<file path="src/rtl/pds_pkg.sv">
package pds_pkg;

    localparam int FREQ_W  = 32;
    localparam int PRE_W   = 5;
    localparam int FB_W    = 9;
    localparam int DIV_W   = 48;
    localparam int PROD_W  = 64;

    localparam logic [FREQ_W-1:0] FOUT_CAP  = 32'd1_000_000_000;
    localparam logic [FREQ_W-1:0] CMP_HI_HZ = 32'd40_000_000;
    localparam logic [FREQ_W-1:0] CMP_LO_HZ = 32'd5_000_000;
    localparam int FB_MIN  = 12;
    localparam int FB_MAX  = 511;
    localparam int FB_HOLE = 15;

    typedef enum logic [2:0] {
        S_IDLE,
        S_PICK,
        S_QFB,
        S_QHZ,
        S_FIN
    } state_e;

    typedef struct packed {
        logic              ok;
        logic [PRE_W-1:0]  pre;
        logic [FB_W-1:0]   fb;
        logic [FREQ_W-1:0] hz;
        logic [FREQ_W-1:0] err;
    } pick_t;

    function automatic logic [FREQ_W-1:0] clamp_target(input logic [FREQ_W-1:0] t);
        return (t > FOUT_CAP) ? FOUT_CAP : t;
    endfunction

    function automatic logic [FREQ_W-1:0] abs_diff(input logic [FREQ_W-1:0] a,
                                                   input logic [FREQ_W-1:0] b);
        return (a >= b) ? (a - b) : (b - a);
    endfunction

endpackage

</file>
<file path="src/rtl/rdiv_seq.sv">
module rdiv_seq #(
    parameter int NW = 48,
    parameter int DW = 32
) (
    input  logic          clk,
    input  logic          rst,
    input  logic          go,
    input  logic [NW-1:0] num,
    input  logic [DW-1:0] den,
    output logic          fin,
    output logic [NW-1:0] quo
);
    localparam int CW = $clog2(NW + 1);

    logic [DW-1:0] rem;
    logic [DW-1:0] den_q;
    logic [NW-1:0] sh;
    logic [CW-1:0] cnt;
    logic          run;
    logic [DW:0]   trial;
    logic [DW:0]   diff;
    logic          fit;

    always_comb begin
        trial = {rem, sh[NW-1]};
        diff  = trial - {1'b0, den_q};
        fit   = (trial >= {1'b0, den_q});
    end

    always_ff @(posedge clk) begin
        if (rst) begin
            rem   <= '0;
            den_q <= '0;
            sh    <= '0;
            cnt   <= '0;
            run   <= 1'b0;
            fin   <= 1'b0;
        end else begin
            fin <= 1'b0;
            if (go) begin
                sh    <= num;
                den_q <= den;
                rem   <= '0;
                cnt   <= CW'(NW);
                run   <= 1'b1;
            end else if (run) begin
                rem <= fit ? diff[DW-1:0] : trial[DW-1:0];
                sh  <= {sh[NW-2:0], fit};
                cnt <= cnt - 1'b1;
                if (cnt == CW'(1)) begin
                    run <= 1'b0;
                    fin <= 1'b1;
                end
            end
        end
    end

    assign quo = sh;

endmodule

</file>
<file path="src/rtl/pds_judge.sv">
module pds_judge
    import pds_pkg::*;
#(
    parameter int CAND_W = PRE_W + 1
) (
    input  logic [FREQ_W-1:0] fref,
    input  logic [CAND_W-1:0] cand,
    input  logic [DIV_W-1:0]  fb_quo,
    output logic              in_win,
    output logic              fb_legal
);
    logic [PROD_W-1:0] hi_lim;
    logic [PROD_W-1:0] lo_lim;
    logic [PROD_W-1:0] fref_w;

    always_comb begin
        fref_w   = PROD_W'(fref);
        hi_lim   = PROD_W'(CMP_HI_HZ) * PROD_W'(cand);
        lo_lim   = PROD_W'(CMP_LO_HZ) * PROD_W'(cand);
        in_win   = (cand != '0) && (fref_w <= hi_lim) && (lo_lim <= fref_w);
        fb_legal = (fb_quo >= DIV_W'(FB_MIN)) && (fb_quo <= DIV_W'(FB_MAX))
                   && (fb_quo != DIV_W'(FB_HOLE));
    end

endmodule

</file>
<file path="src/rtl/pll_div_search.sv">
module pll_div_search
    import pds_pkg::*;
(
    input  logic              clk,
    input  logic              rst,
    input  logic              start,
    input  logic [FREQ_W-1:0] ref_hz,
    input  logic [FREQ_W-1:0] target_hz,
    output logic              done,
    output logic              valid,
    output logic [PRE_W-1:0]  prediv,
    output logic [FB_W-1:0]   fbdiv,
    output logic [FREQ_W-1:0] out_hz
);
    localparam int CAND_W = PRE_W + 1;
    localparam logic [CAND_W-1:0] CAND_LAST = CAND_W'((1 << PRE_W) - 1);

    state_e             state;
    logic [FREQ_W-1:0]  fref_q;
    logic [FREQ_W-1:0]  fout_q;
    logic [CAND_W-1:0]  cand;
    logic [FB_W-1:0]    fb_q;
    pick_t              best;

    logic               div_go;
    logic [DIV_W-1:0]   div_num;
    logic [FREQ_W-1:0]  div_den;
    logic               div_fin;
    logic [DIV_W-1:0]   div_quo;
    logic               in_win;
    logic               fb_legal;
    logic [FREQ_W-1:0]  hz_now;
    logic [FREQ_W-1:0]  err_now;
    logic               last_cand;

    pds_judge #(.CAND_W(CAND_W)) u_judge (
        .fref     (fref_q),
        .cand     (cand),
        .fb_quo   (div_quo),
        .in_win   (in_win),
        .fb_legal (fb_legal)
    );

    rdiv_seq #(.NW(DIV_W), .DW(FREQ_W)) u_div (
        .clk (clk),
        .rst (rst),
        .go  (div_go),
        .num (div_num),
        .den (div_den),
        .fin (div_fin),
        .quo (div_quo)
    );

    always_comb begin
        hz_now    = div_quo[FREQ_W-1:0];
        err_now   = abs_diff(fout_q, hz_now);
        last_cand = (cand == CAND_LAST);
        if (state == S_PICK) begin
            div_num = DIV_W'(fout_q) * DIV_W'(cand);
            div_den = fref_q;
        end else begin
            div_num = DIV_W'(div_quo[FB_W-1:0]) * DIV_W'(fref_q);
            div_den = FREQ_W'(cand);
        end
        div_go = ((state == S_PICK) && in_win)
               || ((state == S_QFB) && div_fin && fb_legal);
    end

    always_ff @(posedge clk) begin
        if (rst) begin
            state  <= S_IDLE;
            fref_q <= '0;
            fout_q <= '0;
            cand   <= '0;
            fb_q   <= '0;
            best   <= '0;
            done   <= 1'b0;
            valid  <= 1'b0;
            prediv <= '0;
            fbdiv  <= '0;
            out_hz <= '0;
        end else begin
            done <= 1'b0;
            unique case (state)
                S_IDLE: begin
                    if (start) begin
                        fref_q <= ref_hz >> 1;
                        fout_q <= clamp_target(target_hz);
                        cand   <= CAND_W'(1);
                        best   <= '0;
                        state  <= S_PICK;
                    end
                end
                S_PICK: begin
                    if (in_win)         state <= S_QFB;
                    else if (last_cand) state <= S_FIN;
                    else                cand  <= cand + 1'b1;
                end
                S_QFB: begin
                    if (div_fin) begin
                        if (fb_legal) begin
                            fb_q  <= div_quo[FB_W-1:0];
                            state <= S_QHZ;
                        end else if (last_cand) begin
                            state <= S_FIN;
                        end else begin
                            cand  <= cand + 1'b1;
                            state <= S_PICK;
                        end
                    end
                end
                S_QHZ: begin
                    if (div_fin) begin
                        if (err_now == '0) begin
                            best  <= '{ok: 1'b1, pre: cand[PRE_W-1:0], fb: fb_q,
                                       hz: hz_now, err: '0};
                            state <= S_FIN;
                        end else begin
                            if (!best.ok || (err_now < best.err))
                                best <= '{ok: 1'b1, pre: cand[PRE_W-1:0], fb: fb_q,
                                          hz: hz_now, err: err_now};
                            if (last_cand) begin
                                state <= S_FIN;
                            end else begin
                                cand  <= cand + 1'b1;
                                state <= S_PICK;
                            end
                        end
                    end
                end
                S_FIN: begin
                    valid  <= best.ok;
                    prediv <= best.pre;
                    fbdiv  <= best.fb;
                    out_hz <= best.hz;
                    done   <= 1'b1;
                    state  <= S_IDLE;
                end
                default: state <= S_IDLE;
            endcase
        end
    end

endmodule

</file>
<file path="config.mk">
export PLATFORM = sky130hd
export DESIGN_NAME = pll_div_search
export DESIGN_NICKNAME = d
export VERILOG_FILES = /design/src/rtl/pds_pkg.sv /design/src/rtl/rdiv_seq.sv /design/src/rtl/pds_judge.sv /design/src/rtl/pll_div_search.sv
export SDC_FILE = /design/constraint.sdc
export NUM_CORES = 2
export LEC_CHECK = 0
export ABC_AREA = 1
export ABC_CLOCK_PERIOD_IN_PS = 7800
export CAP_MARGIN = 20
export CORE_ASPECT_RATIO = 0.75
export CORE_MARGIN = 4
export CORE_UTILIZATION = 64
export CTS_CLUSTER_SIZE = 30
export DETAILED_ROUTE_END_ITERATION = 7
export PLACE_DENSITY = 0.82
export RECOVER_POWER = 100
export SYNTH_ARGS = -nofsm -noshare
export SYNTH_HDL_FRONTEND = slang
export SYNTH_SLANG_ARGS = --single-unit
</file>
<file path="constraint.sdc">
create_clock -name clk -period 7.8 [get_ports clk]
set_input_delay 0.78 -clock clk [delete_from_list [all_inputs] [get_ports clk]]
set_output_delay 0.78 -clock clk [all_outputs]
set_load 0.03 [all_outputs]
</file>
Yosys cells after proc, flatten, opt, wreduce, memory -nomap -nowiden

Index checks and enable logic that the tools add are counted.

$add $sub $neg: 5
$mul: 4
Order comparisons: 8
Equal/unequal tests: 15
Mux-type cells: 36
Bitwise logic cells: 1
Reduce and logical (&&, ||, !) cells: 23

Operator list:

| cell                    | number |
|---|---|
| $mux W79                | 4 |
| $pmux W79 S2            | 1 |
| $mux W32                | 3 |
| $mux W48                | 2 |
| $sub A32 B32 Y32        | 3 |
| $mux W6                 | 9 |
| $ge A48 B4 Y1 const B   | 1 |
| $le A48 B9 Y1 const B   | 1 |
| $ne A48 B4 Y1 const B   | 1 |
| $mul A17 B6 Y23 const A | 2 |
| $mul A9 B31 Y40         | 1 |
| $mux W40                | 1 |
| $mul A32 B6 Y38         | 1 |
| $ge A33 B32 Y1          | 1 |
| $ge A32 B32 Y1          | 1 |
| $gt A32 B30 Y1 const B  | 1 |
| $le A31 B32 Y1          | 1 |
| $logic_not A32 Y1       | 1 |
| $lt A32 B32 Y1          | 1 |
| $le A29 B31 Y1          | 1 |
| $mux W31                | 1 |
| $mux W3                 | 8 |
| $pmux W6 S4             | 1 |
| $pmux W3 S4             | 1 |
| 25 further kinds        | 44 |

Flip-flop bits (word level): 328
Bits of input ports: 67
Output and inout port bits: 48
Word-level logic and storage cells: 114

Depth between registers and ports, before layout

Depth after elaboration: 8
Depth in mapped cells: 35
Gate-level depth less buffers: 34

Cells and area by module

A second synthesis with hierarchy kept.

Cells, all modules: 6277
Area total of the unflattened synthesis: 40582.7 um^2

Modules (own cells, without submodules):

| module         | instances | cells an instance | area each (um^2) | sequential area each (um^2) |
|---|---|---|---|---|
| pll_div_search | 1         | 4563              | 29520.8          | 4164.0 |
| rdiv_seq       | 1         | 1238              | 7923.8           | 2402.3 |
| pds_judge      | 1         | 476               | 3138.0           | 0.0 |

Least setup slack after synthesis

No wires, ideal clock.

Kind: reg-to-reg
Start point: reg cand[1]
End point: reg u_div.rem[12]
Setup time: 0.128 ns
Arrival: 5.626 ns
Required time: 7.672 ns
Setup slack: 2.047 ns
Stages on the path, launching flop included: 32
Path buffers: 3
Period minus slack after synthesis: 5.753 ns
Cells stage by stage: dfxtp_1 clkbuf_1 inv_1 fa_1 inv_1 fa_1 ha_1 a21oi_1 nand2_1 nand4_1 o211ai_1 nand2_1 nand2_1 a21oi_1 o21ai_0 nand3_1 nand2_1 a21o_1 a21oi_1 xor2_1 ha_1 inv_1 nor3_1 nand4_1 a21boi_0 nand3_1 nand2_1 nor2_1 clkinv_1 buf_2 buf_1 nor2_1

Word-level cells in the longest chain between the ends: 7
Elaborated cells on any way between the ends: 10
Classes of those cells: mul: 2; order compare: 2; reduce/logical: 6

RTL lines:

| item                           | line                             | text |
|---|---|---|
| start: declaration             | pll_div_search.sv:21             | `logic [CAND_W-1:0] cand;` |
| start signal: assignment       | pll_div_search.sv:97             | `else cand <= cand + 1'b1;` |
| start signal: assignment       | pll_div_search.sv:107            | `cand <= cand + 1'b1;` |
| start signal: assignment       | pll_div_search.sv:125            | `cand <= cand + 1'b1;` |
| $mul A17 B6 Y23                | pds_judge.sv:18, pds_judge.sv:19 |  |
| $le A31 B32 Y1                 | pds_judge.sv:20                  | `in_win = (cand != '0) && (fref_w <= hi_lim) && (lo_lim <= fref_w);` |
| $logic_and A1 B1 Y1            | pds_judge.sv:20                  |  |
| $logic_and A1 B1 Y1 (*)        | pds_judge.sv:20                  |  |
| $logic_and A1 B1 Y1 (*)        | pll_div_search.sv:65             | `div_go = ((state == S_PICK) && in_win)` |
| $logic_or A1 B1 Y1 (*)         | pll_div_search.sv:66             | `\|\| ((state == S_QFB) && div_fin && fb_legal);` |
| $reduce_or A2 Y1 (no line) (*) | -                                |  |
| end signal: assignment         | rdiv_seq.sv:47                   | `rem <= fit ? diff[DW-1:0] : trial[DW-1:0];` |
| end: declaration               | rdiv_seq.sv:15                   | `logic [DW-1:0] rem;` |

Mark *: on every way between the ends. The rest lies on a longest branch, timed or not.
A chain may end at the register's enable or synchronous reset.

Worst setup path in the final report

Start point: reg u_div.sh[4], in the netlist u_div.quo[4]
End point: reg best[33] (netlist bit)

Word-level cells in the longest chain between the ends: 6
Elaborated cells on any way between the ends: 12
Classes of those cells: add/sub: 2; order compare: 2; eq/ne: 1; mux: 4; reduce/logical: 3

RTL lines:

| item                                                               | line                                         | text |
|---|---|---|
| start: declaration                                                 | rdiv_seq.sv:17                               | `logic [NW-1:0] sh;` |
| start signal: assignment                                           | rdiv_seq.sv:41                               | `sh <= num;` |
| start signal: assignment                                           | rdiv_seq.sv:48                               | `sh <= {sh[NW-2:0], fit};` |
| $sub A32 B32 Y32 / $ge A32 B32 Y1 (equally long branches)          | pds_pkg.sv:38                                | `return (a >= b) ? (a - b) : (b - a);` |
| $mux W32 (*)                                                       | pds_pkg.sv:38                                |  |
| $lt A32 B32 Y1 / $logic_not A32 Y1 (equally long branches)         | pll_div_search.sv:119, pll_div_search.sv:114 |  |
| $logic_or A1 B1 Y1 / $mux W79 (equally long branches)              | pll_div_search.sv:119, pll_div_search.sv:114 |  |
| $ne A3 B3 Y1 (no line) / $mux W79 (equally long branches)          | -                                            |  |
| $reduce_and A4 Y1 (no line) / $pmux W79 S2 (equally long branches) | -                                            |  |
| end signal: assignment                                             | pll_div_search.sv:115                        | `best <= '{ok: 1'b1, pre: cand[PRE_W-1:0], fb: fb_q,` |
| end signal: assignment                                             | pll_div_search.sv:120                        | `best <= '{ok: 1'b1, pre: cand[PRE_W-1:0], fb: fb_q,` |
| end: declaration                                                   | pll_div_search.sv:23                         | `pick_t best;` |

Mark *: on every way between the ends. The rest lies on a longest branch, timed or not. The select of a mux whose other input is x is not followed.

==> results.txt <==
----------------------------------------------------
[Route]
  DRC violations left ... 0
  Via count ... about 37000
  Antenna-violating nets left ... 0
  Number of DRC markers after the initial detailed-route iteration ... between 4000 and 5000
  DRT Pass-1 Iters ... 6
  Routed wire length ... about 130 mm
  Routed wire per std cell ... around 20 µm
  Via/cell ratio ... 5.84

[Logic synthesis]
  Synthesized-area fraction occupied by and/or/nand/nor cells ... between 20% and 30%
  Combinational family with the most area after synthesis ... adder cells
  Post-synth top flop ... dfxtp_1
  Syn nets ... roughly 6400
  Distinct cells, synth ... 54
  Fraction of post-synthesis cell area in the top cell type by area ... between 15 and 20%
  Synthesized instance count ... around 5700
  Post-Synth Adder-Cell Area ... about 29%
  Share of the yosys chip area belonging to registers ... between 15 and 20%
  Mux cell area share after synthesis ... 0.0265%
  Yosys reg bits ... 327
  Async set-or-reset flop fraction in the synthesized netlist ... 0%
  Yosys warning count ... 0
  Complex-gate fraction of the synthesized area ... between 10% and 20%
  Ranking of synthesized cells by area ... fa_1 18%, dfxtp_1 17%, nand2_1 15%, ha_1 11%, inv_1 10%
  Combined area of all synthesized cells ... about 38000 µm²
  Number of flops mapped to enable cells by yosys ... 0
  Synth Area in XOR/XNOR ... under 10%
  Most numerous cell in the Yosys netlist ... nand2_1
  Commonest cells in the synthesized netlist ... 1513 x nand2_1, 1003 x inv_1, 462 x a21oi_1
  Avg Cell Area, Syn ... between 6 and 7 µm²
  Cell type with the largest total area after synthesis ... fa_1

[Pwr]
  Power density normalized to cell area ... roughly 370 nW/µm²
  Post-layout total power ... ~15 mW
  Static power due to leakage ... between 20 and 25 nW
  IR Drop Worst-Case VDD ... ~0.56 mV

[Clock network]
  Root cell of the clock tree ... clkbuf_16
  Deepest level of the CTS H-tree ... 2
  Clock buffer depth ... 3
  PostCTS Resize Cnt ... 0
  Reg clk slew, reported paths ... around 0.070 ns
  Worst-Skew Late Latency ... 0.59 ns
  CTS buffer count ... 36
  CTS Hold Bufs ... 0
  Post-CTS Setup Inserts ... 0
  Count of clock tree sinks ... approximately 330
  Clock tree from TritonCTS ... yes

[Critical path]
  CP required ... ~8.3 ns
  Longest individual stage delay on the worst path ... ~1.2 ns
  Slowest cell on the critical path ... clkbuf_2
  CP dominant cell by count ... nand2_1
  Register-to-register path setup slack ... 0.49 ns
  Data arrival time of the critical path ... 7.82 ns
  Crit-path max FO ... slightly below 80
  Reg-to-reg critical path endpoint ... best[33]
  Critical path class ... flop to flop
  Crit path capture type ... flop
  Worst r2r path cells ... 28
  Worst reg2reg startpoint ... u_div.quo[4]
  Worst setup SP type ... flop

[Timing]
  Post-route clock skew ... 0.0418 ns
  Ratio of final minimum period to clock period ... 93.7%
  Max-slew violation count ... about 260
  Final setup violation count ... 0
  Final hold violation count ... 0
  Tightest slew margin relative to the limit ... -112%
  Timing-limited maximum frequency ... roughly 0.14 GHz
  Transition at the pin with the smallest max-transition slack ... between 3 and 4 ns
  Post-Route Setup TNS ... 0 ns
  Final Critical Period ... around 7.3 ns
  RSZ-0062 raised after global routing ... no

[Cells and area]
  Fraction of the core area covered by cells at the end of the flow ... around 70%
  Final layout net count ... roughly 6300
  Area added between synthesis and finish ... 6.75%
  Ant. Diodes ... 0
  Fraction of final layout cells sized beyond drive strength 1 ... 2.59%

[Placement]
  Global placement routability congestion ... about 1.1
  Count of buffers inserted at the top-level ports ... around 110
  Detailed placer's ending HPWL ... slightly below 100 mm

[Flow run]
  Max-cap violations ... 5

[Worst hold path]
  Worst hold path type ... flop to flop
  Hold Path Origin ... fb_q[6]
  Worst Hold End ... fb_q[6]
  Number of cells traversed by the worst hold path ... 2

[Global routing]
  Maximum number of pins on one net before global-route repair ... 82
  GRT overflow ... 0
  All-layer global routing usage ... 39.5%
  Number of global-route vias before repair ... 34875
  Wire length of the first global-routing pass ... about 190 mm
  Antenna violations before repair ... 5

[Die]
  Horizontal extent of the die ... slightly below 300 µm
  Initial core utilization ... 65.2%
  Die Y-Extent ... around 220 µm
  I/O pin total ... approximately 120
  Placeable core area ... between 50000 and 60000 µm²
  Cell row count ... 76
  Area of the die ... about 63000 µm²

[Outcome]
  Violations in the final reports ... max-capacitance violations, max-slew violations
  Status ... finished, violations left

----------------------------------------------------
stage by stage:
stage	hold slack [ns]	area (µm²)	setup WS, ns	cells
floorplan	0.430	37800	2.05	5661
global placement	0.443	39100	0.974	6325
detailed placement	0.447	39100	0.819	6325
CTS	0.456	40300	0.765	6387
global route	0.476	40300	0.136	6388
finish	0.454	40300	0.491	6388
cells by family after synthesis:
logic type | after synthesis
buffers and inverters | 1284
AO/OA/AOI/OAI | 951
multiplexers | 1
AND/OR/NAND/NOR | 2331
XOR/XNOR | 104
flip-flops | 327
adder cells (fa/ha/maj) | 663
registers in the layout (all words and copies together), names as in the netlist, 3 cells and up:
register,count
u_div.den_q,31
u_div.cnt,6
prediv,5
fout_q,32
best,79
cand,6
state,3
fb_q,9
fbdiv,9
u_div.quo,48
out_hz,32
u_div.rem,32
fref_q,31
layout make-up:
| type | count | area (µm²) |
|---|---|---|
| clock buffers | 41 | 950 |
| inverters | 1013 | 3800 |
| well taps | 780 | 976 |
| fillers | 5083 | 17600 |
| flip-flops and latches | 327 | 6550 |
| clock inverters | 21 | 263 |
| repair buffers | 156 | 1440 |
| multi-input cells | 4050 | 26300 |
routing by layer:
metal / global-route usage [%] / wire (µm)
met1: 58.0 / 54200
met2: 54.5 / 48800
met3: 15.5 / 19300
met4: 9.05 / 3090
met5: 0 / 26
worst max path at each step:
stage                    end  slack [ns]  depth (start not counted)    startpoint
6_report            best[33]        0.49                         28  u_div.quo[4]
5_1_grt             best[33]        0.14                         30     fout_q[0]
4_1_cts        u_div.quo[15]        0.77                         30       cand[5]
3_5_place_dp   u_div.quo[15]        0.82                         30       cand[5]
3_3_place_gp   u_div.quo[29]        0.97                         32       cand[5]
2_1_floorplan  u_div.rem[12]        2.05                         31       cand[1]
critical path: cells and delay by family, from the launching register on:
family                     cells  cell delay [ns]
AOI/OAI and AO/OA              8             1.73
and+or+nand+nor               14             1.88
adders and majority gates      2             0.62
buffers and inverters          4             2.22
DFF                            1             0.79
power breakdown:
part	leakage, nW	internal, mW	switching (mW)
sequential	2.65	1.94	0.496
clock	0.580	0.996	0.814
combinational	17.9	3.19	7.28
total	21.2	6.13	8.59
cells in the final DEF, fill, tap and decap left out, drive strengths merged, types with 3 or more instances in the layout:
master / n
ha: 325
o21a: 18
dlygate4sd3: 48
o21bai: 11
o21ai: 309
a22oi: 6
a31oi: 49
nor3: 36
inv: 1015
a21o: 17
a211oi: 11
nand4: 49
clkinvlp: 5
o22ai: 26
buf: 36
a311oi: 3
fa: 338
o211ai: 13
a21boi: 6
xnor2: 42
a21oi: 463
dfxtp: 327
nand3: 250
clkbuf: 49
nor2: 436
xor2: 62
or2: 12
o221ai: 6
nand2: 1521
nor4: 22
clkdlybuf4s50: 64
bufinv: 3
clkinv: 11
Power figures use the tool's default switching activity.
